File: config.mk
export PLATFORM = sky130hd
export DESIGN_NAME = burst_addr_gen
export DESIGN_NICKNAME = d
export VERILOG_FILES = /design/src/rtl/burst_addr_gen.sv
export SDC_FILE = /design/constraint.sdc
export NUM_CORES = 1
export LEC_CHECK = 0
export BUFFER_PORTS_ARGS = -buffer_cell sky130_fd_sc_hd__buf_2
export CAP_MARGIN = 20
export CORE_UTILIZATION = 42
export DETAILED_ROUTE_END_ITERATION = 8
export PLACE_DENSITY = 0.74
export SYNTH_ARGS = -nofsm -noshare
export SYNTH_HDL_FRONTEND = slang
export SYNTH_SLANG_ARGS = --single-unit
File: constraint.sdc
create_clock -name clk -period 0.95 [get_ports clk]
set_input_delay 0.19 -clock clk [delete_from_list [all_inputs] [get_ports clk]]
set_output_delay 0.19 -clock clk [all_outputs]
set_load 0.02 [all_outputs]
File: src/rtl/burst_addr_gen.sv
module burst_addr_gen #(
  parameter int ADDR_W = 15
) (
  input  logic              clk,
  input  logic              rst_n,
  input  logic              start_cpu,
  input  logic              start_ctl,
  input  logic [ADDR_W-1:0] ld_addr,
  input  logic              step_n,
  input  logic              order_il,
  output logic [ADDR_W-1:0] cur_addr
);
  localparam int CNT_W = 2;

  logic [ADDR_W-1:0] base_q;
  logic [CNT_W-1:0]  beat_q;
  logic              start;
  logic [CNT_W-1:0]  low;

  assign start = start_cpu | start_ctl;

  always_ff @(posedge clk) begin
    if (!rst_n) begin
      base_q <= '0;
      beat_q <= '0;
    end else if (start) begin
      base_q <= ld_addr;
      beat_q <= '0;
    end else if (!step_n) begin
      beat_q <= beat_q + 1'b1;
    end
  end

  assign low      = order_il ? (base_q[CNT_W-1:0] ^ beat_q) : (base_q[CNT_W-1:0] + beat_q);
  assign cur_addr = {base_q[ADDR_W-1:CNT_W], low};


  reset_zero_chk: assert property (@(posedge clk) $rose(rst_n) |-> cur_addr == '0);


  load_chk: assert property (@(posedge clk) disable iff (!rst_n)
    start |=> cur_addr == $past(ld_addr));


  hold_chk: assert property (@(posedge clk) disable iff (!rst_n)
    (!start && step_n) |=> $stable(cur_addr));


  upper_stable_chk: assert property (@(posedge clk) disable iff (!rst_n)
    !start |=> cur_addr[ADDR_W-1:CNT_W] == $past(cur_addr[ADDR_W-1:CNT_W]));


  linear_step_chk: assert property (@(posedge clk) disable iff (!rst_n)
    (!start && !step_n && !order_il && $stable(order_il))
      |=> cur_addr[CNT_W-1:0] == CNT_W'($past(cur_addr[CNT_W-1:0]) + 1'b1));


  il_step_chk: assert property (@(posedge clk) disable iff (!rst_n)
    (!start && !step_n && order_il && $stable(order_il))
      |=> $countones(cur_addr[CNT_W-1:0] ^ $past(cur_addr[CNT_W-1:0])) >= 1);
endmodule

# Word level (Yosys, flattened, before mapping)
# Cells that the tools add are included.
# word_totals
regBits	17
in_bits	21
out_inout_bits	15
wordCells	9
# op_classes
addsub	2
muxes	1
n_bitwise	3
n_reduce_logical	1
# op_table
cell	n
2-bit by 1-bit adder with 2-bit output (second input constant)	1
2-bit adder	1
2-bit two-way mux	1
2-bit OR reduction	1
2-bit XOR	1
1-bit inverter	1
1-bit bitwise OR	1

# Logic depth before layout (Yosys ltp)
# depth
ltp_word	2
depth_mapped	5
ltp_nobuf	3

# Least setup slack after synthesis
# OpenSTA, ideal clock, no wires.
# synth_timing
kind	flip-flop to output port
from	register base_q[0]
to	output cur_addr[1]
arrival_time_ns	0.971
required_ns	0.760
slack_ns	-0.211
path_stages_with_launch	4
path_buffers	0
cell_sequence	dfxtp_1 -> ha_1 -> nor2b_1 -> xnor2_1
# synth_via
elab_chain_cells	2
# synth_lines
element	line_no	source
start: declaration	15	logic [ADDR_W-1:0] base_q;
start signal: assignment	27	base_q <= ld_addr;
2-bit adder	34	assign low = order_il ? (base_q[CNT_W-1:0] ^ beat_q) : (base_q[CNT_W-1:0] + beat_q);
2-bit two-way mux	34	
end: declaration	11	output logic [ADDR_W-1:0] cur_addr
# Every way passes these cells.

# Worst setup path in the final report
# layout_timing
from	register beat_q[1]
to	output cur_addr[1]
# layout_via
elab_chain_cells	2
word_cells_on_any_way	3
cone_classes	1 x add/sub; 1 x mux; 1 x bitwise
# layout_lines
element	line_no	source
start: declaration	16	logic [CNT_W-1:0] beat_q;
start signal: assignment	30	beat_q <= beat_q + 1'b1;
2-bit adder / 2-bit XOR (equally long branches)	34	
2-bit two-way mux *	34	
# Mark *: on every way between the ends. The rest lies on a longest branch, timed or not.

==> out/qor.csv <==
stage;metric;value;unit
worst_hold_path;hold_path.class;in -> reg;
synth;syn_nets;113;
detailed_routing;drt-total-wl;1.717;mm
cts;cts.sinks;17;
power;p_leak;0.5764;nW
global_routing;grt_pass1_wl;2.946;mm
power;power.density;1213;nW/um2
synth;synth.distinct_cells;16;
synth;ys_ff_latch;17;
floorplanning;die_area;2334;um2
layout;finalInstanceArea;1287;um2
worst_setup_path;arrival;1.19;ns
sta;fmax;723.9;MHz
synth;avgSynthCellArea;9.900;um2
cts;cts_tree;done;
worst_setup_path;cp_slowest_cell;dfxtp_1;
detailed_routing;drtIter0Drc;10;
sta;fin_crit_sh;145.4;%
floorplanning;core_area;1982;um2
detailed_routing;vias_per_cell;4.396;
worst_setup_path;crit_required;0.76;ns
layout;post-route-util;64.96;%
worst_setup_path;crit_path_start_kind;flop;
cts;clk_pin_slew_worst_paths;0.09;ns
worst_setup_path;critPathLaunch;beat_q[1];
worst_setup_path;reg2reg_slack;0.06;ns
cts;clk_path_buf_depth;2;
detailed_routing;ant_nets;0;
cts;htreeDepth;1;
sta;tightest_slew;0.2890;ns
synth;synthCells;91;
worst_setup_path;worstSetupPathType;reg -> out;
place;port_buffers;35;
sta;relSlewSlack;80.64;%
detailed_routing;firstDrtPassIters;4;
floorplanning;std_cell_rows;16;
place;placed_cell_area;1080;um2
floorplanning;die_h;48.32;um
detailed_routing;drc;0;
synth;yosysWarnings;0;
floorplanning;start_util;45.45;%
power;p_total;1.561;mW
worst_setup_path;cp_cell_sequence;xnor2_2, xnor2_4, buf_6;
place;globalplace.congestion;0.6428;
cts;cts_buffers;3;
detailed_routing;wl_per_cell;11.15;um
global_routing;grt_usage;16.54;%
worst_setup_path;cp_max_fo;2;
sta;grt_setup_unrepaired;true;
cts;insertion_delay;0.28;ns
global_routing;grt-ovfl-total;0;
layout;final_nets;150;
sta;post-route-min-period;1.381;ns
global_routing;antenna_found_initial;0;
sta;skew;0.00008277;ns
worst_setup_path;rr_startpoint;beat_q[0];
layout;syn2layout_area_growth;42.92;%
sta;hold-worst-slack;0.1322;ns
floorplanning;die_x;48.32;um
flow_run;maxCapViolCount;0;
cts;cts_root_buf;clkbuf_4;
sta;hold_viol_final;0;
worst_setup_path;crit_path_end_kind;output port;
global_routing;grt_max_degree;17;
synth;syn_area;900.9;um2
worst_setup_path;critPathMaxStageDelay;0.34;ns
worst_setup_path;reg2reg_depth;4;
worst_setup_path;r2r_end;beat_q[1];
run_status;outcome;complete, but fails checks;
detailed_routing;dr_total_vias;677;
place;hpwl;1.222;mm
power;peakVddDrop;0.0009360;V
sta;fin_ws;-0.4314;ns
run_status;violations;setup timing;
layout;drive_gt1_share;74.02;%
sta;finalSetupViolCount;2;
synth;yosysSeqAreaShare;37.78;%
sta;finalMaxSlewViolations;0;
layout;diodes;0;
worst_setup_path;worstSetupEndpoint;cur_addr[1];
floorplanning;pin_count;36;
global_routing;grt_pass1_vias;691;
-- logic make-up (layout without fill, tap and decap cells) --
group	after synthesis	in the layout	synth area share (%)
compound gates	15	15	16.67
xor+xnor	3	3	2.917
fa+ha+maj	1	1	1.389
buf+inv	17	53	15.56
flops	17	17	37.78
simple gates	38	38	25.70
-- sequential cells by signal, summed over array words and instances (netlist names) --
register	cells
base_q	15
beat_q	2
-- per-stage QoR --
step | setup slack, ns | setup TNS [ns] | instances
finish | -0.4314 | -0.6571 | 154
global route | -0.5056 | -1.223 | 154
CTS | -0.4591 | -0.7012 | 150
detailed placement | -0.2038 | -1.239 | 144
global placement | -0.1749 | -1.067 | 144
floorplan | -0.04350 | -0.04350 | 91
-- worst min path at each step --
stage | slack [ns] | from | to | depth (start not counted)
2_1_floorplan | 0.31 | ld_addr[0] | base_q[0] | 2
3_3_place_gp | 0.43 | ld_addr[5] | base_q[5] | 3
3_5_place_dp | 0.45 | base_q[10] | base_q[10] | 2
4_1_cts | 0.12 | ld_addr[3] | base_q[3] | 3
5_1_grt | 0.11 | ld_addr[3] | base_q[3] | 3
6_report | 0.13 | ld_addr[3] | base_q[3] | 3
-- what timing repair did --
item                                   CTS  global route
pin swaps                                1             0
setup endpoints to repair               15            16
buffers inserted                         2             4
gates resized for setup                 46             2
cloned                                   0             0
endpoints found under the hold margin    0             0
hold buffers                             0             0
-- synth_stat cells --
library cell	instances	area, um2
buf_6	1	11.26
nand2_4	10	112.6
nor2b_1	3	18.77
nor2_1	1	3.750
a21boi_1	5	37.54
clkbuf_1	1	3.750
xnor2_1	3	26.28
or2_1	1	6.260
dfxtp_1	17	340.3
ha_1	1	12.51
nand2_1	21	78.83
buf_4	14	105.1
nor2_2	1	6.260
buf_12	1	20.02
nor3_1	1	5.000
a21boi_2	10	112.6
-- cell type report --
cell class / count / area (um2)
multi-input cells: 57 / 481.7
fillers: 169 / 694.4
flip-flops and latches: 17 / 359.1
clock buffers: 4 / 26.28
well taps: 27 / 33.78
repair buffers: 49 / 386.6
-- where the power goes --
part / internal, mW / total, mW / switching [mW]
Combinational: 0.216 / 0.396 / 0.180
Clock: 0.163 / 0.373 / 0.210
Sequential: 0.761 / 0.792 / 0.0312
Total: 1.14 / 1.56 / 0.421
-- per-layer routing --
metal  track usage (%)  vias to the layer above  share of wire [%]
li1                  -                      349                  -
met1             17.49                      308                 39
met2             30.52                       20                 56
met3             4.403                        0                4.5
met4             7.353                        0                  0
met5                 0                        -                  0
-- worst max-delay path, delay by kind of cell, from the launching register on --
kind	cells	cell delay [ns]
XOR/XNOR	2	0.44
flip-flops	1	0.34
buffers and inverters	1	0.13
-- cells in the final DEF (no fill, tap or decap) --
master	n
a21boi_1	5
a21boi_2	10
buf_12	1
buf_2	20
buf_4	13
buf_6	15
clkbuf_1	1
clkbuf_4	3
dfxtp_1	2
dfxtp_2	15
ha_4	1
nand2_1	21
nand2_4	10
nor2_1	1
nor2_2	1
nor2b_1	1
nor2b_4	2
nor3_1	1
or2_1	1
xnor2_2	2
xnor2_4	1
Power figures use the tool's default switching activity.
